## config.mk

```make
export PLATFORM = sky130hd
export DESIGN_NAME = serial_frame_rx
export DESIGN_NICKNAME = d
export VERILOG_FILES = /design/src/rtl/serial_rx_pkg.sv /design/src/rtl/serial_rx_ctrl.sv /design/src/rtl/serial_rx_datapath.sv /design/src/rtl/serial_frame_rx.sv
export SDC_FILE = /design/constraint.sdc
export NUM_CORES = 1
export LEC_CHECK = 0
export BUFFER_PORTS_ARGS = -buffer_cell sky130_fd_sc_hd__buf_4
export CAP_MARGIN = 20
export CORE_AREA = 2 2 85 87
export DETAILED_ROUTE_END_ITERATION = 16
export DIE_AREA = 0 0 87 89
export PLACE_DENSITY = 0.5
export REMOVE_ABC_BUFFERS = 1
export SYNTH_ARGS = -nofsm -noshare
export SYNTH_HDL_FRONTEND = slang
export SYNTH_SLANG_ARGS = --single-unit
```

## constraint.sdc

```tcl
create_clock -name clk -period 5.2 [get_ports clk]
set_clock_uncertainty 0.1 [all_clocks]
set_input_delay 0.78 -clock clk [delete_from_list [all_inputs] [get_ports clk]]
set_output_delay 0.78 -clock clk [all_outputs]
set_load 0.05 [all_outputs]
```

## src/rtl/serial_rx_pkg.sv

```systemverilog
package serial_rx_pkg;

  typedef enum logic [1:0] {
    RX_IDLE  = 2'd0,
    RX_START = 2'd1,
    RX_BITS  = 2'd2,
    RX_STOP  = 2'd3
  } rxState_t;

  typedef struct packed {
    logic shiftBit;   // capture a data bit into the shift register
    logic takeExtra;  // capture the parity or flag bit
    logic endFrame;   // stop bit sampled, finish the frame
  } rxStrobes_t;

  localparam logic [1:0] PAR_EVEN = 2'b10;
  localparam logic [1:0] PAR_ODD  = 2'b11;
  localparam logic [1:0] PAR_NONE = 2'b00;

endpackage

```

## src/rtl/serial_rx_ctrl.sv

```systemverilog
module serial_rx_ctrl
  import serial_rx_pkg::*;
#(
  parameter int DATA_W     = 8,
  parameter int OVERSAMPLE = 16
) (
  input  logic       clk,
  input  logic       rstN,
  input  logic       sampleTick,
  input  logic       lineNow,
  input  logic       linePrev,
  input  logic       enabled,
  input  logic       shortWord,
  input  logic       flagMode,
  input  logic [1:0] parityMode,
  output rxStrobes_t strobes
);
  localparam int CNT_W = $clog2(OVERSAMPLE);
  localparam int IDX_W = $clog2(DATA_W + 2);
  localparam logic [CNT_W-1:0] MID_PHASE  = CNT_W'(OVERSAMPLE / 2 - 1);
  localparam logic [CNT_W-1:0] LAST_PHASE = CNT_W'(OVERSAMPLE - 1);

  rxState_t         state;
  logic [CNT_W-1:0] phase;
  logic [IDX_W-1:0] bitIdx;
  logic [IDX_W-1:0] dataBits;
  logic [IDX_W-1:0] frameBits;
  logic             hasExtra;
  logic             atMid;
  logic             atEnd;

  always_comb begin
    hasExtra  = (!flagMode && parityMode[1]) || (flagMode && parityMode == PAR_NONE);
    dataBits  = shortWord ? IDX_W'(DATA_W - 1) : IDX_W'(DATA_W);
    frameBits = dataBits + IDX_W'(hasExtra);
    atMid     = sampleTick && (phase == MID_PHASE);
    atEnd     = sampleTick && (phase == LAST_PHASE);
  end

  always_comb begin
    strobes = '0;
    if (enabled) begin
      if (state == RX_BITS && atEnd) begin
        if (bitIdx < dataBits) strobes.shiftBit  = 1'b1;
        else                   strobes.takeExtra = 1'b1;
      end
      if (state == RX_STOP && atEnd) strobes.endFrame = 1'b1;
    end
  end

  always_ff @(posedge clk) begin
    if (!rstN) begin
      state  <= RX_IDLE;
      phase  <= '0;
      bitIdx <= '0;
    end else if (!enabled) begin
      state  <= RX_IDLE;
      phase  <= '0;
      bitIdx <= '0;
    end else begin
      if (sampleTick) phase <= atEnd ? '0 : phase + 1'b1;
      case (state)
        RX_IDLE: begin
          phase  <= '0;
          bitIdx <= '0;
          if (linePrev && !lineNow) state <= RX_START;
        end
        RX_START: begin
          if (atMid) begin
            phase <= '0;
            state <= lineNow ? RX_IDLE : RX_BITS;
          end
        end
        RX_BITS: begin
          if (atEnd) begin
            bitIdx <= bitIdx + 1'b1;
            if (bitIdx == frameBits - 1'b1) state <= RX_STOP;
          end
        end
        default: begin
          if (atEnd) state <= RX_IDLE;
        end
      endcase
    end
  end

endmodule

```

## src/rtl/serial_rx_datapath.sv

```systemverilog
module serial_rx_datapath
  import serial_rx_pkg::*;
#(
  parameter int DATA_W = 8
) (
  input  logic              clk,
  input  logic              rstN,
  input  logic              serialIn,
  input  rxStrobes_t        strobes,
  input  logic              shortWord,
  input  logic              flagMode,
  input  logic [1:0]        parityMode,
  input  logic              flagValue,
  input  logic              clrFull,
  input  logic              clrOverrun,
  input  logic              clrFraming,
  input  logic              clrParity,
  output logic              lineNow,
  output logic              linePrev,
  output logic [DATA_W-1:0] rxBuffer,
  output logic              bufFull,
  output logic              overrunErr,
  output logic              framingErr,
  output logic              parityErr
);
  logic              syncA;
  logic [DATA_W-1:0] shiftReg;
  logic              extraBit;
  logic [DATA_W-1:0] word;
  logic              parActive;
  logic              flagActive;
  logic              parBad;
  logic              flagBad;
  logic              fullEff;
  logic              doLoad;
  logic              doOverrun;
  logic              doFraming;
  logic              doParity;

  always_comb begin
    word       = shortWord ? {1'b0, shiftReg[DATA_W-1:1]} : shiftReg;
    parActive  = !flagMode && parityMode[1];
    flagActive = flagMode && (parityMode == PAR_NONE);
    parBad     = parActive && ((^word ^ extraBit) != parityMode[0]);
    flagBad    = flagActive && (extraBit != flagValue);
    fullEff    = bufFull && !clrFull;
    doLoad     = strobes.endFrame && !flagBad && !fullEff;
    doOverrun  = strobes.endFrame && !flagBad && fullEff;
    doFraming  = strobes.endFrame && !lineNow;
    doParity   = strobes.endFrame && parBad;
  end

  always_ff @(posedge clk) begin
    if (!rstN) begin
      syncA      <= 1'b1;
      lineNow    <= 1'b1;
      linePrev   <= 1'b1;
      shiftReg   <= '0;
      extraBit   <= 1'b0;
      rxBuffer   <= '0;
      bufFull    <= 1'b0;
      overrunErr <= 1'b0;
      framingErr <= 1'b0;
      parityErr  <= 1'b0;
    end else begin
      syncA    <= serialIn;
      lineNow  <= syncA;
      linePrev <= lineNow;
      if (strobes.shiftBit)  shiftReg <= {lineNow, shiftReg[DATA_W-1:1]};
      if (strobes.takeExtra) extraBit <= lineNow;
      if (doLoad) rxBuffer <= word;
      bufFull    <= doLoad    ? 1'b1 : (clrFull    ? 1'b0 : bufFull);
      overrunErr <= doOverrun ? 1'b1 : (clrOverrun ? 1'b0 : overrunErr);
      framingErr <= doFraming ? 1'b1 : (clrFraming ? 1'b0 : framingErr);
      parityErr  <= doParity  ? 1'b1 : (clrParity  ? 1'b0 : parityErr);
    end
  end

endmodule

```

## src/rtl/serial_frame_rx.sv

```systemverilog
module serial_frame_rx
  import serial_rx_pkg::*;
#(
  parameter int DATA_W     = 8,
  parameter int OVERSAMPLE = 16
) (
  input  logic              clk,
  input  logic              rstN,
  input  logic              sampleTick,
  input  logic              serialIn,
  input  logic              rxEnable,
  input  logic              modeConflict,
  input  logic              shortWord,
  input  logic [1:0]        parityMode,
  input  logic              flagMode,
  input  logic              flagValue,
  input  logic              twoStop,
  input  logic              irqRxEn,
  input  logic              irqErrEn,
  input  logic              irqGlobalEn,
  input  logic              clrFull,
  input  logic              clrOverrun,
  input  logic              clrFraming,
  input  logic              clrParity,
  output logic [DATA_W-1:0] rxBuffer,
  output logic              bufFull,
  output logic              overrunErr,
  output logic              framingErr,
  output logic              parityErr,
  output logic              rxIrq,
  output logic              errIrq
);
  rxStrobes_t strobes;
  logic       lineNow;
  logic       linePrev;
  logic       enabled;
  logic       stopSettingUnused;

  assign enabled           = rxEnable && !modeConflict;
  assign stopSettingUnused = twoStop;  // receiver samples only the first stop bit

  serial_rx_ctrl #(.DATA_W(DATA_W), .OVERSAMPLE(OVERSAMPLE)) u_ctrl (
    .clk        (clk),
    .rstN       (rstN),
    .sampleTick (sampleTick),
    .lineNow    (lineNow),
    .linePrev   (linePrev),
    .enabled    (enabled),
    .shortWord  (shortWord),
    .flagMode   (flagMode),
    .parityMode (parityMode),
    .strobes    (strobes)
  );

  serial_rx_datapath #(.DATA_W(DATA_W)) u_data (
    .clk        (clk),
    .rstN       (rstN),
    .serialIn   (serialIn),
    .strobes    (strobes),
    .shortWord  (shortWord),
    .flagMode   (flagMode),
    .parityMode (parityMode),
    .flagValue  (flagValue),
    .clrFull    (clrFull),
    .clrOverrun (clrOverrun),
    .clrFraming (clrFraming),
    .clrParity  (clrParity),
    .lineNow    (lineNow),
    .linePrev   (linePrev),
    .rxBuffer   (rxBuffer),
    .bufFull    (bufFull),
    .overrunErr (overrunErr),
    .framingErr (framingErr),
    .parityErr  (parityErr)
  );

  assign rxIrq  = bufFull && irqRxEn && irqGlobalEn;
  assign errIrq = (overrunErr || framingErr || parityErr) && irqErrEn && irqGlobalEn;

endmodule

```

==> impl_metrics.py <==
metrics = {
    "status": {
        "status": "complete, no violations",
    },
    "drt": {
        "wirelength_um": 3600,
        "wire_per_inst_um": 12.0,
        "ant_nets": 0,
        "dr.pass1.iters": 4,
        "drc_errors": 0,
        "first_iter_violations": 55,
        "viasPerCell": 4.59,
        "dr_total_vias": 1378,
    },
    "floorplan": {
        "num_io_pins": 33,
        "core_mm2": 0.00672,
        "rows": 30,
        "die_w_um": 87,
        "initial_core_util": 0.265,
        "die_y_um": 89,
        "fp.dieArea_mm2": 0.00774,
    },
    "synthesis": {
        "syn-cell-area_mm2": 0.00178,
        "netlist_top_cells_area": "dfxtp_1 (38%), mux2i_1 (9.0%), nor2_1 (6.1%), ha_1 (4.9%), xnor2_1 (4.4%)",
        "netlist-cell-type-count": 45,
        "ys_seq_area_frac": 0.382,
        "ys.flop_type": "dfxtp_1",
        "synthCells": 192,
        "synth_warnings": 0,
        "async_flop_share": 0,
        "synth_edf_count": 0,
        "avgSynthCellArea_um2": 9.29,
        "synth_top_area_frac": 0.382,
        "synth_seq_cells": 34,
        "synth_top_area_cell": "dfxtp_1",
    },
    "clocking": {
        "cts_num_sinks": 34,
        "htreeDepth": 2,
        "cts_tree": "yes",
        "hold_buffers": 0,
        "clockBufferDepth": 2,
        "postCtsSetupRepairBufs": 0,
        "path_clk_slew_ns": 0.07,
        "root_buffer": "clkbuf_8",
        "cts_buffers": 5,
        "clk_latency_ns": 0.29,
        "cts_resized": 0,
    },
    "layout": {
        "final_cell_mix": "dfxtp_1 (34), buf_4 (31), nor2_1 (29), mux2i_1 (16), a21oi_1 (12)",
        "layout.nets": 246,
        "n_antenna_cell": 0,
        "drive_gt1_frac": 0.223,
        "final_cells": 300,
        "syn_to_final_growth_pct": 21.1,
        "final_common_cell": "dfxtp_1",
    },
    "sta": {
        "rsz0062_at_grt": "false",
        "slew_violations": 0,
        "postLayoutSetupSlackWorst_ns": 2.74,
        "fin_crit_ns": 2.46,
        "worst_pin_slew_ns": 0.697,
        "fin_setup_tns_ns": 0,
        "fmax_ghz": 0.406,
        "relSlewSlack": 0.534,
        "fin_crit_sh": 0.474,
        "setup_violations": 0,
        "hold_viol": 0,
    },
    "critical_path": {
        "crit_type": "in -> reg",
        "worstSetupEndpointType": "flip-flop",
        "crit_path_start_kind": "input pin",
        "critical_path_peak_fanout": 16,
        "crit_required_ns": 5.29,
        "worstPathArrival_ns": 2.56,
    },
    "global_route": {
        "grt_pass1_wl_um": 5840,
        "antenna_found_initial": 0,
        "grt_util_met3": 0.0332,
        "grt.met1_usage": 0.137,
        "grt-ovfl-total": 0,
        "busiest_layer": "met1",
        "grt_pass1_vias": 1216,
        "grt_max_degree": 22,
        "global_route.usage.met2": 0.135,
        "grt_usage": 0.0977,
    },
    "run": {
        "drv_cap": 0,
    },
    "power_and_ir_drop": {
        "leakagePower_uw": 0.000907,
        "powerDensity_mw_per_mm2": 250,
        "peakVddDrop_mv": 0.0996,
    },
    "place": {
        "placed_cells": 293,
        "dp_slack_ns": 2.35,
        "dp_hpwl_um": 2700,
        "gp_congestion": 0.751,
        "port_buffers": 31,
    },
    "worst_hold_path": {
        "hp-class": "reg -> reg",
    },
}
## cells in the mapped netlist, types with 2 or more instances
| library cell | count |
|---|---|
| nor3_1 | 4 |
| o21ai_0 | 3 |
| a21oi_1 | 12 |
| o2111ai_4 | 2 |
| and3_1 | 2 |
| nand4_1 | 4 |
| nor4_1 | 2 |
| nand3_1 | 2 |
| xor2_1 | 4 |
| nor2_1 | 29 |
| a211oi_1 | 6 |
| nand2b_1 | 8 |
| dfxtp_1 | 34 |
| nand2_1 | 6 |
| inv_1 | 6 |
| a22oi_1 | 2 |
| a211oi_2 | 2 |
| nor2_2 | 2 |
| nor2b_1 | 2 |
| xnor2_1 | 9 |
| clkbuf_1 | 2 |
| ha_1 | 7 |
| mux2i_1 | 16 |
| a21o_1 | 2 |
| buf_4 | 2 |
| buf_2 | 3 |
## flip-flops by register name, summed over array words and instances, names as in the netlist, 2 cells and up
signal,cells
u_ctrl.bitIdx,4
u_ctrl.state,2
u_data.shiftReg,8
u_data.rxBuffer,8
u_ctrl.phase,4
## through the flow
| stage | power (µW) | hold WS, ns | utilization | instance area [µm²] |
|---|---|---|---|---|
| after floorplan | 283 | 0.286 | - | 1710 |
| after global placement | 300 | 0.288 | 0.305 | 2050 |
| after detailed placement | 300 | 0.291 | 0.305 | 2050 |
| after CTS | 549 | 0.307 | 0.321 | 2160 |
| after global routing | 560 | 0.338 | 0.321 | 2160 |
| final | 539 | 0.305 | 0.321 | 2160 |
## cells by family (layout without fill, tap and decap cells)
logic type,Yosys count,after routing,synth area share
AOI/OAI and AO/OA,37,37,0.166
xor gates and xnor gates,13,13,0.0639
adders and majority gates,7,7,0.0491
buffers and inverters,16,44,0.0512
DFF,34,34,0.382
muxes,17,17,0.0961
and+or+nand+nor,68,68,0.192
## path summary, 6_finish.rpt
check        cells after the start  slack [ns]            start                  to
max                              6        2.74     modeConflict  u_data.rxBuffer[4]
max reg2reg                      6        2.86  u_ctrl.phase[0]  u_data.rxBuffer[4]
min reg2reg                      1        0.31     u_data.syncA      u_data.lineNow
min                              1        0.31     u_data.syncA      u_data.lineNow
## routing by layer
metal / part of all wire / up-vias
met5: 0 / -
met4: 0.017 / 0
li1: - / 733
met1: 0.51 / 613
met3: 0.056 / 4
met2: 0.42 / 28
## power by group
group          internal (µW)  switching (µW)  leakage [µW]
Combinational           15.0            15.9      0.000575
Sequential               261            1.01      0.000274
Clock                    153            93.0     0.0000573
## worst max-delay path: stages
cell and delay [ns]:
buf_4 0.11, nor2b_1 0.51, o2111ai_4 0.23, nor2b_2 0.62, nor2_1 0.08, a211oi_1 0.22
## final cells by class
cell class	instances	area, µm²
multi-input combinational	142	1010
timing repair buffer	31	233
clock buffer	6	82.6
fill	715	4560
clock inverter	1	30.0
inverter	6	22.5
tap	80	100
sequential	34	681
(Power assumes the default switching activity.)
